## src/rtl/pt_walker.sv

```systemverilog
module pt_walker #(
  parameter int AW       = 32,
  parameter int OFF_W    = 12,
  parameter int PRES_BIT = 0,
  parameter int LARGE_BIT = 7
) (
  input  logic          clk,
  input  logic          rst_n,
  input  logic          start,
  input  logic [AW-1:0] lin_addr,
  input  logic [AW-1:0] dir_base,
  output logic          mem_req_valid,
  input  logic          mem_req_ready,
  output logic [AW-1:0] mem_req_addr,
  input  logic          mem_rsp_valid,
  input  logic [AW-1:0] mem_rsp_data,
  output logic          busy,
  output logic          done,
  output logic          fault,
  output logic [AW-1:0] phys_addr
);
  localparam int IDX_W   = OFF_W - 2;
  localparam int LOW_W   = OFF_W + IDX_W;
  localparam int FRAME_W = AW - OFF_W;

  typedef enum logic [2:0] {
    S_IDLE, S_DREQ, S_DWAIT, S_TREQ, S_TWAIT, S_FIN
  } state_t;

  state_t               state;
  logic [AW-1:0]        va_q;
  logic [FRAME_W-1:0]   base_q;
  logic [FRAME_W-1:0]   tbl_q;
  logic [AW-1:0]        phys_q;
  logic                 fault_q;

  assign mem_req_valid = (state == S_DREQ) || (state == S_TREQ);
  assign mem_req_addr  = (state == S_TREQ) ? {tbl_q, va_q[LOW_W-1:OFF_W], 2'b00}
                                           : {base_q, va_q[AW-1:LOW_W], 2'b00};
  assign busy      = (state != S_IDLE);
  assign done      = (state == S_FIN);
  assign fault     = done && fault_q;
  assign phys_addr = phys_q;

  always_ff @(posedge clk or negedge rst_n) begin
    if (!rst_n) begin
      state   <= S_IDLE;
      va_q    <= '0;
      base_q  <= '0;
      tbl_q   <= '0;
      phys_q  <= '0;
      fault_q <= 1'b0;
    end else begin
      case (state)
        S_IDLE: if (start) begin
          va_q    <= lin_addr;
          base_q  <= dir_base[AW-1:OFF_W];
          fault_q <= 1'b0;
          phys_q  <= '0;
          state   <= S_DREQ;
        end
        S_DREQ: if (mem_req_ready) state <= S_DWAIT;
        S_DWAIT: if (mem_rsp_valid) begin
          if (!mem_rsp_data[PRES_BIT]) begin
            fault_q <= 1'b1;
            phys_q  <= '0;
            state   <= S_FIN;
          end else if (mem_rsp_data[LARGE_BIT]) begin
            phys_q  <= {mem_rsp_data[AW-1:LOW_W], va_q[LOW_W-1:0]};
            state   <= S_FIN;
          end else begin
            tbl_q   <= mem_rsp_data[AW-1:OFF_W];
            state   <= S_TREQ;
          end
        end
        S_TREQ: if (mem_req_ready) state <= S_TWAIT;
        S_TWAIT: if (mem_rsp_valid) begin
          if (!mem_rsp_data[PRES_BIT]) begin
            fault_q <= 1'b1;
            phys_q  <= '0;
          end else begin
            phys_q  <= {mem_rsp_data[AW-1:OFF_W], va_q[OFF_W-1:0]};
          end
          state <= S_FIN;
        end
        default: state <= S_IDLE;
      endcase
    end
  end
endmodule

```

## config.mk

```make
export PLATFORM = sky130hd
export DESIGN_NAME = pt_walker
export DESIGN_NICKNAME = d
export VERILOG_FILES = /design/src/rtl/pt_walker.sv
export SDC_FILE = /design/constraint.sdc
export NUM_CORES = 1
export LEC_CHECK = 0
export CORE_UTILIZATION = 40
export DETAILED_ROUTE_END_ITERATION = 8
export GPL_TIMING_DRIVEN = 1
export HOLD_SLACK_MARGIN = 0.15
export PLACE_DENSITY = 0.76
export SETUP_SLACK_MARGIN = 0.02
export SYNTH_ARGS = -nofsm -noshare
export SYNTH_HDL_FRONTEND = slang
export SYNTH_SLANG_ARGS = --single-unit
```

## constraint.sdc

```tcl
create_clock -name clk -period 1.6 [get_ports clk]
set_input_delay 0.32 -clock clk [delete_from_list [all_inputs] [get_ports clk]]
set_output_delay 0.32 -clock clk [all_outputs]
set_load 0.02 [all_outputs]
```

== After elaboration in Yosys (flattened, before gate mapping) ==
Index checks and enable logic that the tools add are counted.
Widths: inputs -> output; s select.

* Input port bits: 101
* Output and inout bits: 68
* Bits in registers: 108
* Word-level logic and storage cells: 52

* Multiplexer cells: 20
* Equal/unequal tests: 13
* Bitwise gates (word level): 1
* Reduce and logical (&&, ||, !) cells: 12

{| class="wikitable"
|+ Operators by type and width
! kind !! count
|-
| $mux 32 || 7
|-
| $pmux 32 s3 || 1
|-
| $mux 3 || 7
|-
| $pmux 3 s5 || 1
|-
| $ne 2x2->1 const B || 6
|-
| $reduce_and 5->1 || 2
|-
| $reduce_and 4->1 || 2
|-
| $eq 3x2->1 const B || 2
|-
| $eq 3x3->1 const B || 2
|-
| $reduce_bool 3->1 || 2
|-
| $eq 3x1->1 const B || 1
|-
| $logic_not 3->1 || 1
|-
| $mux 1 || 3
|-
| $ne 3x3->1 const B || 1
|-
| $ne 2x1->1 const B || 1
|-
| $pmux 1 s2 || 1
|-
| $reduce_and 2->1 || 1
|-
| $reduce_bool 2->1 || 1
|-
| $reduce_or 2->1 || 1
|-
| $logic_and 1x1->1 || 1
|-
| $logic_or 1x1->1 || 1
|-
| $not 1->1 || 1
|}

== Depth between registers and ports, before layout ==
* Depth after elaboration: 4
* Gate-level depth with buffers: 5
* Depth with buffers taken out: 4

== Least setup slack after synthesis ==
OpenSTA, ideal clock, no wires.

* Kind: reg-to-reg
* Start point: register state[0]
* End point: register base_q[10]
* Slack: -0.256 ns
* Data required time: 1.472 ns
* Path buffers: 2
* Library setup time: 0.128 ns
* Clock period less this slack: 1.856 ns
* Stages on the path, launching flop included: 6
* Arrival: 1.729 ns
* Cell sequence: dfrtp_1 -> clkbuf_1 -> or3_1 -> nor2_4 -> buf_2 -> mux2_1

* Word-level cells in the longest chain between the ends: 2

{| class="wikitable"
|+ Ends and longest elaborated chain
! what !! line !! source
|-
| start, declared || 30 || <nowiki>state_t state;</nowiki>
|-
| start signal, assigned || 47 || <nowiki>state <= S_IDLE;</nowiki>
|-
| start signal, assigned || 60 || <nowiki>state <= S_DREQ;</nowiki>
|-
| start signal, assigned || 62 || <nowiki>S_DREQ: if (mem_req_ready) state <= S_DWAIT;</nowiki>
|-
| $logic_not 3->1 || 54 || <nowiki>case (state)</nowiki>
|-
| $reduce_and 2->1 (no line) || - ||
|-
| end signal, assigned || 57 || <nowiki>base_q <= dir_base[AW-1:OFF_W];</nowiki>
|-
| end, declared || 32 || <nowiki>logic [FRAME_W-1:0] base_q;</nowiki>
|}

No other way between the ends.
A chain may end at the register's enable or synchronous reset.

== Worst setup path in the final report ==
* Start point: register state[2]
* End point: output mem_req_addr[5]

* Word-level cells in the longest chain between the ends: 2

{| class="wikitable"
|+ Ends and longest elaborated chain
! what !! line !! source
|-
| $eq 3x2->1 || 38 || <nowiki>assign mem_req_addr = (state == S_TREQ) ? {tbl_q, va_q[LOW_W-1:OFF_W], 2'b00}</nowiki>
|-
| $mux 32 || 38 ||
|-
| end, declared || 14 || <nowiki>output logic [AW-1:0] mem_req_addr,</nowiki>
|}

No other way between the ends.

==> flow_metrics.env <==
export IMPL_run_status="finished, violations left"
export IMPL_violations="negative setup slack"
export IMPL_finalWorstSetupSlack_ns=-0.445
export IMPL_start_util_pct=41.5
export IMPL_seqCellArea_mm2=0.00270
export IMPL_relSlewSlack_pct=60.3
export IMPL_grt_overflow_total=0
export IMPL_fill_cells=738
export IMPL_postSynthCellCount=307
export IMPL_cts_buffers=9
export IMPL_worst_slew_pin_slew_ns=0.596
export IMPL_hp_class="flop to flop"
export IMPL_multiInputGateArea_mm2=0.00214
export IMPL_yosys_area_top_type="dfrtp_1"
export IMPL_place_congestion=0.796
export IMPL_finalHoldViolCount=0
export IMPL_io_buffer_count=144
export IMPL_drive_above_1_share_pct=40.6
export IMPL_drt_pass1_iterations=4
export IMPL_use_met3_pct=5.18
export IMPL_grt_pass1_vias=3814
export IMPL_num_vias=3506
export IMPL_skew_ns=0.00845
export IMPL_synthTopCellsByArea="dfrtp_1 (59%), mux2_1 (25%), a22o_1 (8.5%)"
export IMPL_grt_pass1_wl_mm=22.5
export IMPL_r2r_slack_ns=-0.43
export IMPL_async_reset_ff_share_pct=100
export IMPL_die_width_um=109
export IMPL_core_area_mm2=0.0109
export IMPL_grt_max_degree=109
export IMPL_netlist_top_cells_count="dfrtp_1 (108), mux2_1 (102), a22o_1 (44), buf_2 (12)"
export IMPL_core_rowCount=38
export IMPL_syn_area_mm2=0.00454
export IMPL_yosysMostFrequentCell="dfrtp_1"
export IMPL_rr_startpoint="state[2]"
export IMPL_ys_seq_area_share_pct=59.5
export IMPL_io_pins=169
export IMPL_top_usage_layer="met2"
export IMPL_finalInstanceArea_mm2=0.00765
export IMPL_crit_start="state[2]"
export IMPL_dieArea_mm2=0.0118
export IMPL_powerDensity_mw_per_mm2=2000
export IMPL_period_needed_ns=2.04
export IMPL_avgRoutedWirePerCell_um=23.3
export IMPL_syn2layout_area_growth_pct=68.4
export IMPL_rsz0062_at_grt="yes"
export IMPL_synth_flop_cell="dfrtp_1"
export IMPL_postLayoutCoreUtil_pct=69.9
export IMPL_clk_latency_ns=0.36
export IMPL_p_seq_share_pct=31.7
export IMPL_maxClockFrequency_ghz=0.489
export IMPL_p_comb_share_pct=51.2
export IMPL_critPathMaxFanout=9
export IMPL_ys_seq_elements=108
export IMPL_p_clk_share_pct=17.1
export IMPL_place_detailed_hpwl_mm=7.82
export IMPL_clkTransAtPathRegs_ns=0.07
export IMPL_drcViolationCount=0
export IMPL_place_area_mm2=0.00639
export IMPL_endpoint_kind="primary output"
export IMPL_p_leak_nw=3.65
export IMPL_antenna_found_initial=0
export IMPL_critPathArrivalTime_ns=1.72
export IMPL_cts_max_level=3
export IMPL_ys_types=26
export IMPL_switching_share_pct=35.1
export IMPL_min_period_over_period_pct=128
export IMPL_setup_tns_ns=-47.97
export IMPL_track_usage_pct=26.3
export IMPL_cts_path_max_buffers=2
export IMPL_worstHoldStart="phys_addr[0]"
export IMPL_p_int_w=0.00995
export IMPL_wl_mm=15.2
export IMPL_cts_sinks=108
export IMPL_use_met1_pct=35.5
export IMPL_yosysWarningCount=0
export IMPL_finalMaxSlewViolations=0
export IMPL_cp_required_ns=1.28
export IMPL_setup_viol=140
export IMPL_maxCapViolCount=0
export IMPL_detail_route_antenna_nets=0
export IMPL_synth_top_area_share_pct=59.5
export IMPL_crit_type="flop to primary output"
export IMPL_cts_root_buf="clkbuf_16"
export IMPL_p_switching_w=0.00537
export IMPL_drt_initial_drc_count=136
export IMPL_num_antenna_cells=0
export IMPL_vias_per_cell=5.38
export IMPL_ir_drop_mv=1.15
export IMPL_synth_enable_flop_cells=0
export IMPL_final_nets=608
export IMPL_gr_usage_met2_pct=43.4
export IMPL_timing_hold_ws_ns=0.493
export IMPL_avgSynthCellArea_um2=14.8
export IMPL_cts_tree="built"
export IMPL_start_kind="flop"
export IMPL_die_h_um=109
==> kinds of logic after synthesis <==
group                  count (synthesis)  synth area share [%]
AO/OA/AOI/OAI                         53                  9.91
multiplexers                         103                  25.5
buffers and inverters                 25                  2.73
AND/OR/NAND/NOR                       17                  2.29
flip-flops                           108                  59.5
other                                  1                0.0825
==> metal layers <==
layer | vias up | part of all wire [%]
met2 | 119 | 50
li1 | 1535 | -
met5 | - | 0
met4 | 0 | 1.3
met1 | 1838 | 43
met3 | 14 | 5.5
==> cell type report <==
cell class	instances	share of cell area, %
sequential	108	35.4
multi-input combinational	176	28.0
inverter	4	0.196
clock inverter	5	1.39
clock buffer	11	3.17
timing repair buffer	208	29.6
tap	140	2.29
==> path summary, 6_finish.rpt <==
kind | to | depth (start not counted)
worst max-delay path | mem_req_addr[5] | 5
worst min-delay path | phys_addr[0] | 1
worst max register to register | base_q[10] | 7
worst min register to register | phys_addr[0] | 1
max in group asynchronous | base_q[8] | 3
min in group asynchronous | phys_addr[17] | 3
==> power groups by stage <==
stage | registers [W] | logic [W] | clock network, W
global route | 0.00499 | 0.00823 | 0.00277
finish | 0.00486 | 0.00785 | 0.00262
CTS | 0.00480 | 0.00753 | 0.00263
global placement | 0.00474 | 0.00599 | 0
detailed placement | 0.00477 | 0.00616 | 0
floorplan | 0.00492 | 0.00307 | 0
==> what timing repair did <==
| item | in CTS | in global routing |
|---|---|---|
| resized for setup | 287 | 29 |
| pin swaps | 30 | 12 |
| hold buffers | 1 | 0 |
| buffers inserted | 24 | 11 |
| setup endpoints to repair | 171 | 140 |
| hold endpoints to repair | 108 | 0 |
| gates cloned | 13 | 2 |
==> cells in the final DEF, fill, tap and decap left out, types with 2 or more instances in the layout <==
master,count
a22o_1,44
and3_4,2
buf_12,19
buf_16,8
buf_2,28
buf_4,16
buf_6,23
buf_8,2
bufinv_16,3
clkbuf_16,11
clkdlybuf4s50_1,77
conb_1,2
dfrtp_1,107
dlygate4sd2_1,32
inv_1,4
mux2_1,27
mux2_4,75
nor2_1,2
nor2_4,4
o211a_4,2
o21ai_0,3
==> metrics by stage <==
| stage | instances | setup WS, ns | power (W) |
|---|---|---|---|
| after floorplan | 308 | -0.103 | 0.00799 |
| after detailed placement | 593 | -0.473 | 0.0109 |
| after CTS | 647 | -0.538 | 0.0150 |
| after global placement | 593 | -0.444 | 0.0107 |
| after global routing | 652 | -0.478 | 0.0160 |
| final | 652 | -0.445 | 0.0153 |
==> registers in the layout (all words and copies together) (netlist names) <==
register / count
va_q: 32
base_q: 20
state: 3
phys_addr: 32
fault_q: 1
tbl_q: 20
==> critical path, stage by stage (launching register included) <==
cell	delay (ns)
dfrtp_1	0.43
nor2b_4	0.17
nand2_4	0.11
clkbuf_16	0.18
mux2_1	0.32
buf_2	0.16
Note: power is estimated with default switching activity, not from simulation.
